--- src/rtl/ks_pkg.sv ---
package ks_pkg;

    typedef enum logic [1:0] {
        KSZ_128  = 2'd0,
        KSZ_192  = 2'd1,
        KSZ_256  = 2'd2,
        KSZ_RSVD = 2'd3
    } ks_size_e;

    localparam int KS_ADDR_W = 3;

    localparam logic [KS_ADDR_W-1:0] RA_SIZE  = 3'd0;
    localparam logic [KS_ADDR_W-1:0] RA_WREN  = 3'd1;
    localparam logic [KS_ADDR_W-1:0] RA_VALID = 3'd2;
    localparam logic [KS_ADDR_W-1:0] RA_RDSEL = 3'd3;
    localparam logic [KS_ADDR_W-1:0] RA_STAT  = 3'd4;

    localparam int ST_RESULT = 0;
    localparam int ST_WERR   = 1;
    localparam int ST_RERR   = 2;
    localparam int ST_W      = 3;

endpackage

--- src/rtl/ks_area_store.sv ---
module ks_area_store #(
    parameter int NUM_AREAS      = 8,
    parameter int WORD_W         = 32,
    parameter int WORDS_PER_AREA = 4,
    localparam int AREA_W        = WORD_W * WORDS_PER_AREA,
    localparam int IDX_W         = $clog2(NUM_AREAS),
    localparam int WSEL_W        = $clog2(WORDS_PER_AREA)
) (
    input  logic              clk,
    input  logic              rst_n,
    input  logic              we,
    input  logic [IDX_W-1:0]  w_area,
    input  logic [WSEL_W-1:0] w_word,
    input  logic [WORD_W-1:0] w_data,
    input  logic [IDX_W-1:0]  r_area,
    output logic [AREA_W-1:0] r_data
);

    logic [WORD_W-1:0] mem [NUM_AREAS][WORDS_PER_AREA];

    for (genvar a = 0; a < NUM_AREAS; a++) begin : g_area
        for (genvar w = 0; w < WORDS_PER_AREA; w++) begin : g_word
            always_ff @(posedge clk or negedge rst_n) begin
                if (!rst_n) begin
                    mem[a][w] <= '0;
                end else if (we && w_area == IDX_W'(a) && w_word == WSEL_W'(w)) begin
                    mem[a][w] <= w_data;
                end
            end
        end
    end

    always_comb begin
        for (int w = 0; w < WORDS_PER_AREA; w++) begin
            r_data[w*WORD_W +: WORD_W] = mem[r_area][w];
        end
    end

endmodule

--- src/rtl/ks_fill_ctrl.sv ---
module ks_fill_ctrl #(
    parameter int NUM_AREAS      = 8,
    parameter int WORD_W         = 32,
    parameter int WORDS_PER_AREA = 4,
    localparam int IDX_W         = $clog2(NUM_AREAS),
    localparam int WSEL_W        = $clog2(WORDS_PER_AREA)
) (
    input  logic                 clk,
    input  logic                 rst_n,
    input  logic                 s_valid,
    input  logic [WORD_W-1:0]    s_data,
    input  logic                 s_last,
    input  logic [NUM_AREAS-1:0] en_mask,
    input  logic                 wide,
    output logic                 st_we,
    output logic [IDX_W-1:0]     st_area,
    output logic [WSEL_W-1:0]    st_word,
    output logic [WORD_W-1:0]    st_data,
    output logic [NUM_AREAS-1:0] start_clr,
    output logic                 done,
    output logic [NUM_AREAS-1:0] done_mask,
    output logic                 fail,
    output logic                 consume,
    output logic                 active
);

    typedef enum logic {F_IDLE, F_FILL} fill_state_e;

    fill_state_e          state, state_n;
    logic [NUM_AREAS-1:0] rem, rem_n, orig, orig_n;
    logic [WSEL_W-1:0]    wcnt, wcnt_n;
    logic                 pair_ok;
    logic [IDX_W-1:0]     cur_idx;
    logic [NUM_AREAS-1:0] rem_left;

    function automatic logic [IDX_W-1:0] lowest(input logic [NUM_AREAS-1:0] m);
        logic [IDX_W-1:0] r;
        r = '0;
        for (int i = NUM_AREAS - 1; i >= 0; i--) begin
            if (m[i]) r = IDX_W'(i);
        end
        return r;
    endfunction

    always_comb begin
        pair_ok = 1'b1;
        for (int i = 0; i < NUM_AREAS / 2; i++) begin
            if (en_mask[2*i] != en_mask[2*i+1]) pair_ok = 1'b0;
        end
    end

    // state register
    always_ff @(posedge clk or negedge rst_n) begin
        if (!rst_n) begin
            state <= F_IDLE;
            rem   <= '0;
            orig  <= '0;
            wcnt  <= '0;
        end else begin
            state <= state_n;
            rem   <= rem_n;
            orig  <= orig_n;
            wcnt  <= wcnt_n;
        end
    end

    // next state and outputs
    always_comb begin
        state_n   = state;
        rem_n     = rem;
        orig_n    = orig;
        wcnt_n    = wcnt;
        st_we     = 1'b0;
        st_word   = wcnt;
        st_data   = s_data;
        start_clr = '0;
        done      = 1'b0;
        fail      = 1'b0;
        consume   = 1'b0;
        cur_idx   = lowest(rem);
        rem_left  = rem & ~(NUM_AREAS'(1) << cur_idx);
        unique case (state)
            F_IDLE: begin
                cur_idx = lowest(en_mask);
                if (s_valid) begin
                    if (en_mask == '0 || (wide && !pair_ok)) begin
                        fail    = 1'b1;
                        consume = 1'b1;
                    end else begin
                        st_we     = 1'b1;
                        st_word   = '0;
                        start_clr = en_mask;
                        orig_n    = en_mask;
                        rem_n     = en_mask;
                        wcnt_n    = WSEL_W'(1);
                        if (s_last) begin
                            fail    = 1'b1;
                            consume = 1'b1;
                        end else begin
                            state_n = F_FILL;
                        end
                    end
                end
            end
            F_FILL: begin
                if (s_valid) begin
                    st_we = 1'b1;
                    if (wcnt == WSEL_W'(WORDS_PER_AREA - 1)) begin
                        wcnt_n = '0;
                        rem_n  = rem_left;
                        if (rem_left == '0) begin
                            done    = 1'b1;
                            consume = 1'b1;
                            state_n = F_IDLE;
                        end else if (s_last) begin
                            fail    = 1'b1;
                            consume = 1'b1;
                            state_n = F_IDLE;
                        end
                    end else begin
                        wcnt_n = wcnt + 1'b1;
                        if (s_last) begin
                            fail    = 1'b1;
                            consume = 1'b1;
                            state_n = F_IDLE;
                        end
                    end
                end
            end
        endcase
        st_area = cur_idx;
    end

    assign done_mask = orig;
    assign active    = (state == F_FILL);

    // every stored word goes to an area the enable mask allows
    a_r3_write_enabled: assert property (@(posedge clk) disable iff (!rst_n)
        st_we |-> en_mask[st_area]);

    // a stream never both completes and fails
    a_r6_done_not_fail: assert property (@(posedge clk) disable iff (!rst_n)
        !(done && fail));

endmodule

--- src/rtl/ks_fetch_ctrl.sv ---
module ks_fetch_ctrl #(
    parameter int NUM_AREAS = 8,
    parameter int AREA_W    = 128,
    localparam int IDX_W    = $clog2(NUM_AREAS),
    localparam int KEY_W    = 2 * AREA_W
) (
    input  logic                 clk,
    input  logic                 rst_n,
    input  logic                 req,
    input  logic [IDX_W-1:0]     req_idx,
    input  logic                 wide,
    input  logic [NUM_AREAS-1:0] valid_map,
    input  logic [AREA_W-1:0]    area_data,
    output logic [IDX_W-1:0]     rd_area,
    output logic                 busy,
    output logic [KEY_W-1:0]     key,
    output logic                 key_valid,
    output logic                 rd_err
);

    typedef enum logic {R_IDLE, R_FETCH} fetch_state_e;

    fetch_state_e     state, state_n;
    logic [IDX_W-1:0] base_idx;
    logic             half, wide_r;
    logic             accept, req_ok, last_half;
    logic [KEY_W-1:0] key_r;
    logic             kv_r;

    always_comb begin
        req_ok = valid_map[req_idx];
        if (wide) begin
            req_ok = req_ok && !req_idx[0] && valid_map[req_idx | IDX_W'(1)];
        end
    end

    // state register
    always_ff @(posedge clk or negedge rst_n) begin
        if (!rst_n) state <= R_IDLE;
        else        state <= state_n;
    end

    // next state and outputs
    always_comb begin
        state_n = state;
        accept  = 1'b0;
        rd_err  = 1'b0;
        unique case (state)
            R_IDLE: begin
                if (req) begin
                    if (req_ok) begin
                        accept  = 1'b1;
                        state_n = R_FETCH;
                    end else begin
                        rd_err = 1'b1;
                    end
                end
            end
            R_FETCH: begin
                if (last_half) state_n = R_IDLE;
            end
        endcase
    end

    assign last_half = !wide_r || half;
    assign rd_area   = {base_idx[IDX_W-1:1], base_idx[0] | half};
    assign busy      = (state == R_FETCH);
    assign key       = key_r;
    assign key_valid = kv_r;

    always_ff @(posedge clk or negedge rst_n) begin
        if (!rst_n) begin
            base_idx <= '0;
            half     <= 1'b0;
            wide_r   <= 1'b0;
            key_r    <= '0;
            kv_r     <= 1'b0;
        end else begin
            kv_r <= (state == R_FETCH) && last_half;
            if (accept) begin
                base_idx <= req_idx;
                half     <= 1'b0;
                wide_r   <= wide;
                key_r    <= '0;
            end else if (state == R_FETCH) begin
                half <= 1'b1;
                if (half) key_r[KEY_W-1:AREA_W] <= area_data;
                else      key_r[AREA_W-1:0]     <= area_data;
            end
        end
    end

    // the strobe lasts one cycle
    a_r8_strobe_single: assert property (@(posedge clk) disable iff (!rst_n)
        key_valid |=> !key_valid);

    // busy falls exactly when the strobe appears
    a_r8_busy_ends_with_strobe: assert property (@(posedge clk) disable iff (!rst_n)
        $fell(busy) |-> key_valid);

    // a rejected request starts no transfer
    a_r10_err_no_fetch: assert property (@(posedge clk) disable iff (!rst_n)
        rd_err |=> !busy);

endmodule

--- src/rtl/keystore_top.sv ---
module keystore_top
    import ks_pkg::*;
#(
    parameter int NUM_AREAS      = 8,
    parameter int WORD_W         = 32,
    parameter int WORDS_PER_AREA = 4,
    parameter int REG_W          = 32,
    localparam int AREA_W        = WORD_W * WORDS_PER_AREA,
    localparam int KEY_W         = 2 * AREA_W,
    localparam int IDX_W         = $clog2(NUM_AREAS),
    localparam int WSEL_W        = $clog2(WORDS_PER_AREA)
) (
    input  logic                 clk,
    input  logic                 rst_n,
    input  logic                 reg_we,
    input  logic [KS_ADDR_W-1:0] reg_addr,
    input  logic [REG_W-1:0]     reg_wdata,
    output logic [REG_W-1:0]     reg_rdata,
    input  logic                 kin_valid,
    input  logic [WORD_W-1:0]    kin_data,
    input  logic                 kin_last,
    output logic [KEY_W-1:0]     core_key,
    output logic                 core_key_valid,
    output logic [1:0]           core_key_size
);

    ks_size_e             size_q;
    logic [NUM_AREAS-1:0] wren_q, valid_q;
    logic [ST_W-1:0]      stat_q, stat_set;
    logic [IDX_W-1:0]     rdsel_q;
    logic                 wide;

    logic                 wr_size, wr_wren, wr_valid, wr_rdsel, wr_stat;

    logic                 st_we;
    logic [IDX_W-1:0]     st_area, rd_area;
    logic [WSEL_W-1:0]    st_word;
    logic [WORD_W-1:0]    st_data;
    logic [NUM_AREAS-1:0] start_clr, done_mask;
    logic                 fill_done, fill_fail, fill_consume, fill_active;
    logic [AREA_W-1:0]    area_data;
    logic                 fetch_busy, rd_err;

    assign wide     = (size_q != KSZ_128);
    assign wr_size  = reg_we && (reg_addr == RA_SIZE);
    assign wr_wren  = reg_we && (reg_addr == RA_WREN);
    assign wr_valid = reg_we && (reg_addr == RA_VALID);
    assign wr_rdsel = reg_we && (reg_addr == RA_RDSEL);
    assign wr_stat  = reg_we && (reg_addr == RA_STAT);

    ks_area_store #(
        .NUM_AREAS(NUM_AREAS), .WORD_W(WORD_W), .WORDS_PER_AREA(WORDS_PER_AREA)
    ) u_store (
        .clk(clk), .rst_n(rst_n),
        .we(st_we), .w_area(st_area), .w_word(st_word), .w_data(st_data),
        .r_area(rd_area), .r_data(area_data)
    );

    ks_fill_ctrl #(
        .NUM_AREAS(NUM_AREAS), .WORD_W(WORD_W), .WORDS_PER_AREA(WORDS_PER_AREA)
    ) u_fill (
        .clk(clk), .rst_n(rst_n),
        .s_valid(kin_valid), .s_data(kin_data), .s_last(kin_last),
        .en_mask(wren_q), .wide(wide),
        .st_we(st_we), .st_area(st_area), .st_word(st_word), .st_data(st_data),
        .start_clr(start_clr), .done(fill_done), .done_mask(done_mask),
        .fail(fill_fail), .consume(fill_consume), .active(fill_active)
    );

    ks_fetch_ctrl #(
        .NUM_AREAS(NUM_AREAS), .AREA_W(AREA_W)
    ) u_fetch (
        .clk(clk), .rst_n(rst_n),
        .req(wr_rdsel), .req_idx(reg_wdata[IDX_W-1:0]), .wide(wide),
        .valid_map(valid_q), .area_data(area_data), .rd_area(rd_area),
        .busy(fetch_busy), .key(core_key), .key_valid(core_key_valid),
        .rd_err(rd_err)
    );

    always_comb begin
        stat_set            = '0;
        stat_set[ST_RESULT] = fill_done;
        stat_set[ST_WERR]   = fill_fail;
        stat_set[ST_RERR]   = rd_err;
    end

    always_ff @(posedge clk or negedge rst_n) begin
        if (!rst_n) begin
            size_q  <= KSZ_128;
            wren_q  <= '0;
            valid_q <= '0;
            stat_q  <= '0;
            rdsel_q <= '0;
        end else begin
            if (wr_size) size_q <= ks_size_e'(reg_wdata[1:0]);

            if (fill_consume)                wren_q <= '0;
            else if (wr_wren && !fill_active) wren_q <= reg_wdata[NUM_AREAS-1:0];

            if (wr_size) begin
                valid_q <= '0;
            end else begin
                valid_q <= (valid_q & ~(wr_valid ? reg_wdata[NUM_AREAS-1:0] : '0) & ~start_clr)
                         | (fill_done ? done_mask : '0);
            end

            stat_q <= (stat_q & ~(wr_stat ? reg_wdata[ST_W-1:0] : '0)) | stat_set;

            if (wr_rdsel && !fetch_busy) rdsel_q <= reg_wdata[IDX_W-1:0];
        end
    end

    always_comb begin
        reg_rdata = '0;
        case (reg_addr)
            RA_SIZE:  reg_rdata = REG_W'(size_q);
            RA_WREN:  reg_rdata = REG_W'(wren_q);
            RA_VALID: reg_rdata = REG_W'(valid_q);
            RA_RDSEL: reg_rdata = {fetch_busy, {(REG_W-1-IDX_W){1'b0}}, rdsel_q};
            RA_STAT:  reg_rdata = REG_W'(stat_q);
            default:  reg_rdata = '0;
        endcase
    end

    assign core_key_size = size_q;

    // a size write leaves no key valid
    a_r2_size_wipes: assert property (@(posedge clk) disable iff (!rst_n)
        wr_size |=> (valid_q == '0));

    // the result flag only rises after a fill completes
    a_r3_result_from_fill: assert property (@(posedge clk) disable iff (!rst_n)
        $rose(stat_q[ST_RESULT]) |-> $past(fill_done));

    // the read-error flag only rises after a read request
    a_r10_rderr_from_req: assert property (@(posedge clk) disable iff (!rst_n)
        $rose(stat_q[ST_RERR]) |-> $past(wr_rdsel));

    // a consumed stream leaves the enable mask empty
    a_r6_mask_cleared: assert property (@(posedge clk) disable iff (!rst_n)
        fill_consume |=> (wren_q == '0));

endmodule

--- config.mk ---
export PLATFORM = sky130hd
export DESIGN_NAME = keystore_top
export DESIGN_NICKNAME = d
export VERILOG_FILES = /design/src/rtl/ks_pkg.sv /design/src/rtl/ks_area_store.sv /design/src/rtl/ks_fill_ctrl.sv /design/src/rtl/ks_fetch_ctrl.sv /design/src/rtl/keystore_top.sv
export SDC_FILE = /design/constraint.sdc
export NUM_CORES = 2
export LEC_CHECK = 0
export BUFFER_PORTS_ARGS = -buffer_cell sky130_fd_sc_hd__buf_4
export CAP_MARGIN = 5
export CORE_ASPECT_RATIO = 1.25
export CORE_MARGIN = 3
export CORE_UTILIZATION = 50
export DETAILED_ROUTE_END_ITERATION = 12
export PLACE_DENSITY = 0.79
export SETUP_SLACK_MARGIN = 0.4
export SLEW_MARGIN = 20
export SYNTH_ARGS = -nofsm -noshare
export SYNTH_HDL_FRONTEND = slang
export SYNTH_SLANG_ARGS = --single-unit
--- constraint.sdc ---
create_clock -name clk -period 2.9 [get_ports clk]
set_input_delay 0.725 -clock clk [delete_from_list [all_inputs] [get_ports clk]]
set_output_delay 0.725 -clock clk [all_outputs]
set_load 0.02 [all_outputs]
Word level (Yosys, flattened, before mapping)

Index checks and enable logic that the tools add are counted.

Eq/ne operators: 24
Reduce and logical (&&, ||, !) cells: 72
Mux-type cells: 92
Magnitude comparators: 3
Multiply operators: 0
$add $sub $neg: 1
Bitwise gates (word level): 15
Divide/modulo/power cells: 0
Shifts and indexed selects: 1

Operator list:

| cell                                                                         | number |
|---|---|
| 128-bit two-way mux                                                          | 4 |
| 256-bit two-way mux                                                          | 2 |
| 128-bit binary-select mux with 3-bit select                                  | 1 |
| 32-bit one-hot mux with 5 select lines                                       | 1 |
| 8-bit two-way mux                                                            | 12 |
| 3-bit two-way mux                                                            | 18 |
| 1-bit logical AND                                                            | 51 |
| 1-bit two-way mux                                                            | 38 |
| 8-bit AND                                                                    | 3 |
| 8-bit inverter                                                               | 3 |
| 8-bit zero test                                                              | 2 |
| 8-bit one-hot mux with 2 select lines                                        | 1 |
| 3-bit equality test, second input constant                                   | 5 |
| 2-bit two-way mux                                                            | 7 |
| 3-bit by 2-bit equality test with 1-bit output, second input constant        | 4 |
| 2-bit != test, second input constant                                         | 5 |
| 1-bit one-hot mux with 2 select lines                                        | 5 |
| 3-bit by 4-bit less-than comparator with 1-bit output, second input constant | 2 |
| 8-bit OR                                                                     | 1 |
| 2-bit nonzero test                                                           | 4 |
| 1-bit by 3-bit << shifter with 8-bit output, first input constant            | 1 |
| 2-bit equality test, second input constant                                   | 3 |
| 3-bit by 1-bit equality test with 1-bit output, second input constant        | 2 |
| 3-bit zero test                                                              | 2 |
| 19 further kinds                                                             | 31 |

Bits in latches: 0
Memory bits (read-only): 0
Word-level logic and storage cells: 256
Input port bits: 72
Flip-flop bits (word level): 1,330
Output and inout bits: 291
Bits in writable memories: 0
Memories: 0

Longest topological paths before layout

Depth after elaboration: 19
Gate-level depth with buffers: 9
Mapped depth without buffers: 7

Modules after synthesis

From an unflattened synthesis, not the netlist that was laid out.

Cells, all modules: 3,736
Area total of the unflattened synthesis: 58,493.6 µm²

Modules (own cells, without submodules):

| module        | times used | cells an instance | seq. area each (µm²) | area an instance (µm²) |
|---|---|---|---|---|
| ks_area_store | 1          | 2,747             | 25,624.6             | 45,807.7 |
| ks_fetch_ctrl | 1          | 657               | 6,581.3              | 9,630.5 |
| keystore_top  | 1          | 156               | 600.6                | 1,556.5 |
| ks_fill_ctrl  | 1          | 176               | 475.5                | 1,498.9 |

Worst setup path before layout

No wires, ideal clock.

Kind: register to register
Start: register wren_q[1]
End: register u_store.mem[246] in the netlist's numbering
Arrival time: 2,784 ps
Path buffers: 2
Clock period less this slack: 2,908 ps
Data required time: 2,775 ps
Library setup time: 125 ps
Stages on the path, launching flop included: 10
Slack: -8 ps
Path through: dfrtp_1 inv_1 ha_1 or4_1 a211o_1 buf_2 and2_4 nor4_4 buf_6 mux2_2

Longest elaborated chain between the ends: 13
Elaborated cells on any way between the ends: 22
Classes of those cells: eq/ne: 2; mux: 13; reduce/logical: 7

RTL lines:

| element                                                                    | RTL line            | source |
|---|---|---|
| start: declaration                                                         | keystore_top.sv:28  | `logic [NUM_AREAS-1:0] wren_q, valid_q;` |
| start signal: assignment                                                   | keystore_top.sv:98  | `else if (wr_wren && !fill_active) wren_q <= reg_wdata[NUM_AREAS-1:0];` |
| 1-bit != test                                                              | ks_fill_ctrl.sv:48  | `if (en_mask[2*i] != en_mask[2*i+1]) pair_ok = 1'b0;` |
| 1-bit two-way mux (4 in a row)                                             | ks_fill_ctrl.sv:48  |  |
| 1-bit zero test                                                            | ks_fill_ctrl.sv:86  | `if (en_mask == '0 \|\| (wide && !pair_ok)) begin` |
| 1-bit logical AND                                                          | ks_fill_ctrl.sv:86  |  |
| 1-bit logical OR                                                           | ks_fill_ctrl.sv:86  |  |
| 1-bit two-way mux or 2-bit two-way mux (tied branches)                     | ks_fill_ctrl.sv:86  |  |
| 1-bit two-way mux or 2-bit two-way mux (tied branches)                     | ks_fill_ctrl.sv:85  | `if (s_valid) begin` |
| 1-bit one-hot mux with 2 select lines or 2-bit two-way mux (tied branches) | ks_fill_ctrl.sv:82  | `unique case (state)` |
| 1-bit logical AND or 2-bit zero test (tied branches)                       | ks_area_store.sv:26 | `end else if (we && w_area == IDX_W'(a) && w_word == WSEL_W'(w)) begin` |
| 1-bit logical AND (*)                                                      | ks_area_store.sv:26 |  |
| end signal: indexed assignment                                             | ks_area_store.sv:27 | `mem[a][w] <= w_data;` |
| end: declaration                                                           | ks_area_store.sv:19 | `logic [WORD_W-1:0] mem [NUM_AREAS][WORDS_PER_AREA];` |

Mark *: on every way between the ends. The rest lies on a longest branch, timed or not.
A chain may end at the register's enable or synchronous reset.

Final worst setup path

Start: register wren_q[0]
End: register u_store.mem[510] in the netlist's numbering

Same word-level chain as after synthesis.

==> reports/summary.txt <==
Arrival time worst endpoint: 3.53 ns
CTS tree: yes
Worst-Margin Slew: 1.05 ns
Total CTS buffers: 130
Crit Reg-Reg Startpoint: wren_q[0]
RSZ-0062 raised after global routing: true
Width of the die: 311 um
Adder-Cell Fraction of Synth Area: 0.185%
Slew Viols, Final: 0
Drt total wl: 161000 um
F_max: 345 MHz
PortBufs: 315
Total core area: 115000 um^2
Vias/cell: 6.16
Die area: 120000 um^2
Max VDD drop: 0.577 mV
Mux contribution to synthesized area: 32.4%
Overall routing resource usage: 25.4%
Yosys top cell area share: 57.4%
Critical Path RT: 3.54 ns
Row count: 139
Pre-antenna DRT Iters: 7
Post-layout util: 61.4%
Most used flip-flop cell after synthesis: dfrtp_1
Root Driver: clkbuf_16
Largest family of logic cells by synthesized area: multiplexers
First-pass GRT wire length: 234000 um
Post-synth EDFFs: 0
Slew HR: 29.4%
Most common cell in the synthesized netlist: dfrtp_1
Power Density: 824 nW/um^2
Fillcell total: 7990
Io pins: 363
Fin crit period: 2.90 ns
Worst Setup Start Kind: register
Number of synthesized register bits: 1330
Synth cell types: 68
Layout area overhead: 21.7%
Layout Nets: 4199
Clock sinks: 1330
Share of post-route cells with drive strength above 1: 50.3%
Die height: 387 um
CP max stage delay: 0.54 ns
Xor and xnor fraction of the mapped netlist area: 0%
Syn Std Cell Area: 58000 um^2
Vias: 35500
Largest net degree at the start of global routing: 129
Avg Synthesized Cell Area: 15.6 um^2
Post-synthesis simple-gate area fraction: 2.11%
Asr flop ratio synth: 100%
Worst-case clock buffer depth: 3
Drt drc: 0
Reg-to-Reg End: u_store.mem[510]
Final Hold Viols: 0
Post-DRT Antenna Nets: 0
Post-Route Skew: 0.0265 ns
Hold path depth: 2
Main area contributors after synthesis: dfrtp_1, mux2_2, mux4_2, o2bb2ai_1, mux2i_1
Synth Area in Compound Gates: 4.85%
Static Leak: 0.0323 uW
Final critical-path share of the clock period: 99.9%
Setup crit end kind: register
Reg2Reg Depth: 9
Hold crit path type: in2reg
DP Wirelength: 92400 um
CP Class: reg2reg
Max-cap check violation count: 0
Initial Util: 50.5%
Number of DRC markers in iteration 0: 3197
CP Cell Sequence: inv_2 > ha_4 > or4_4 > a211o_1 > and2_4 > nor4_4 > buf_4 > buf_16 > mux2_4
Final setup violation count: 0
CP max FO: 21
Post-synth top cells: dfrtp_1, mux2_2, mux4_2, clkbuf_1, o2bb2ai_1
Crit-path slowest cell: or4_4
Sequential share of the synthesized area: 57.4%
Synth warnings: 0
Clock slew seen by the registers of the worst setup and hold paths: 0.06 ns
Hold WS: 0.192 ns
Post-DR wirelength/cell: 27.9 um
Initial antenna violation count: 6
GRT overflow: 0
H-tree levels: 4
Min-delay src: kin_last
Status: complete, no violations
Area leader, netlist: dfrtp_1
Mapped Cells: 3728
R2r setup slk: 0.004 ns
Vias in the first global route: 37100
Gpl congestion: 0.848
Clock Latency Late Sink: 0.76 ns
Hold EP: u_fill.active
## cell type report
cell class	instances	area (um^2)	share of cell area, %
flip-flops and latches	1330	33300	47.2
multi-input cells	2035	24400	34.5
repair buffers	606	6700	9.49
clock buffers	195	3900	5.53
well taps	1551	1940	2.75
clock inverters	33	297	0.420
inverters	17	63.8	0.0904
diodes	3	7.51	0.0106
## worst max-delay path: cells and delay by family (launching register included)
family | cells | cell delay, ns
simple gates | 3 | 1.00
buf+inv | 3 | 0.51
flops | 1 | 0.40
mux | 1 | 0.33
compound gates | 1 | 0.32
fa+ha+maj | 1 | 0.19
## registers in the layout, indices dropped and copies added, names as in the netlist
register and count:
u_fill.rem 8, u_fill.done_mask 8, u_fetch.key 256, u_store.mem 1024, u_fetch.base_idx 3, rdsel_q 3
core_key_size 2, valid_q 8, u_fill.active 1, wren_q 8, u_fetch.key_valid 1, stat_q 3
u_fetch.half 1, u_fill.wcnt 2, u_fetch.busy 1, u_fetch.wide_r 1
## worst max-delay path by stage
| stage | startpoint | end | slack (ns) | cells after the start |
|---|---|---|---|---|
| after CTS | wren_q[0] | u_store.mem[486] | 0.05 | 9 |
| after floorplan | wren_q[0] | u_store.mem[737] | 0.03 | 9 |
| after detailed placement | reg_wdata[2] | u_fetch.key[107] | -0.1 | 7 |
| after global placement | wren_q[3] | u_store.mem[246] | -0.05 | 7 |
| final | wren_q[0] | u_store.mem[510] | 0.004 | 9 |
| after global routing | wren_q[2] | u_store.mem[515] | -0.05 | 10 |
## through the flow
stage / worst slack, ns / TNS, ns / total power [uW] / area, um^2 / std cells
6_report: 0.00363 / 0 / 58200 / 70600 / 5770
3_5_place_dp: -0.0976 / -9.13 / 39900 / 63900 / 5441
4_1_cts: 0.0484 / 0 / 57300 / 69100 / 5721
2_1_floorplan: 0.0286 / 0 / 35200 / 58800 / 3750
5_1_grt: -0.0460 / -2.02 / 60500 / 70600 / 5769
3_3_place_gp: -0.0463 / -1.25 / 39100 / 63900 / 5441
## metal layers
layer / up-vias / global-route usage [%] / share of wire [%]
met4: 4 / 8.91 / 3.8
li1: 14600 / - / -
met2: 1297 / 41.9 / 48
met1: 19300 / 33.9 / 41
met3: 332 / 5.03 / 6.7
met5: - / 0 / 0.014
## power breakdown
group | switching (uW) | internal [uW] | total (uW)
Clock | 7200 | 9580 | 16800
Combinational | 6320 | 8590 | 14900
Sequential | 2880 | 23600 | 26500
## cell families after synthesis
logic type / after synthesis
simple gates: 235
fa+ha+maj: 9
mux: 1427
other cells: 1
buf+inv: 385
flops: 1330
compound gates: 341
## placed cells by master (no fill, tap or decap), types with 4 or more instances in the layout
master      synthesis  routed
buf_16              0      20
nor2_1            101     100
nand3_4             0       8
o2bb2ai_1         188     188
inv_6               0       4
a21oi_1             7       6
inv_2               0       6
nand2b_1            4       4
clkbuf_8            0      30
conb_1              1      23
o21ai_0            23      22
a211oi_1           71      71
nor3_1             12       6
nand2_1            58      56
buf_12              0     104
nand3_2            16      10
mux2_2            956     707
inv_1              17      11
a22oi_1             6       6
ha_1                7       5
dfrtp_1          1330    1327
clkbuf_1          195      30
nand3_1            10       8
clkbuf_16           0     153
buf_4              30     431
clkinvlp_4          0       6
clkinv_2            0      17
mux4_2            258     258
a32o_1              9       9
mux2i_1           141     141
nor4_4              4       4
nor3_4              2      10
mux2_1             72      40
mux2_4              0     281
buf_6              13      29
## what timing repair did
item,CTS,global route
hold buffers,1,0
cloned,16,22
pin swaps,8,6
setup endpoints to repair,1055,1227
endpoints found under the hold margin,25,0
gates resized for setup,72,197
setup buffers,35,24
(Power assumes the default switching activity.)
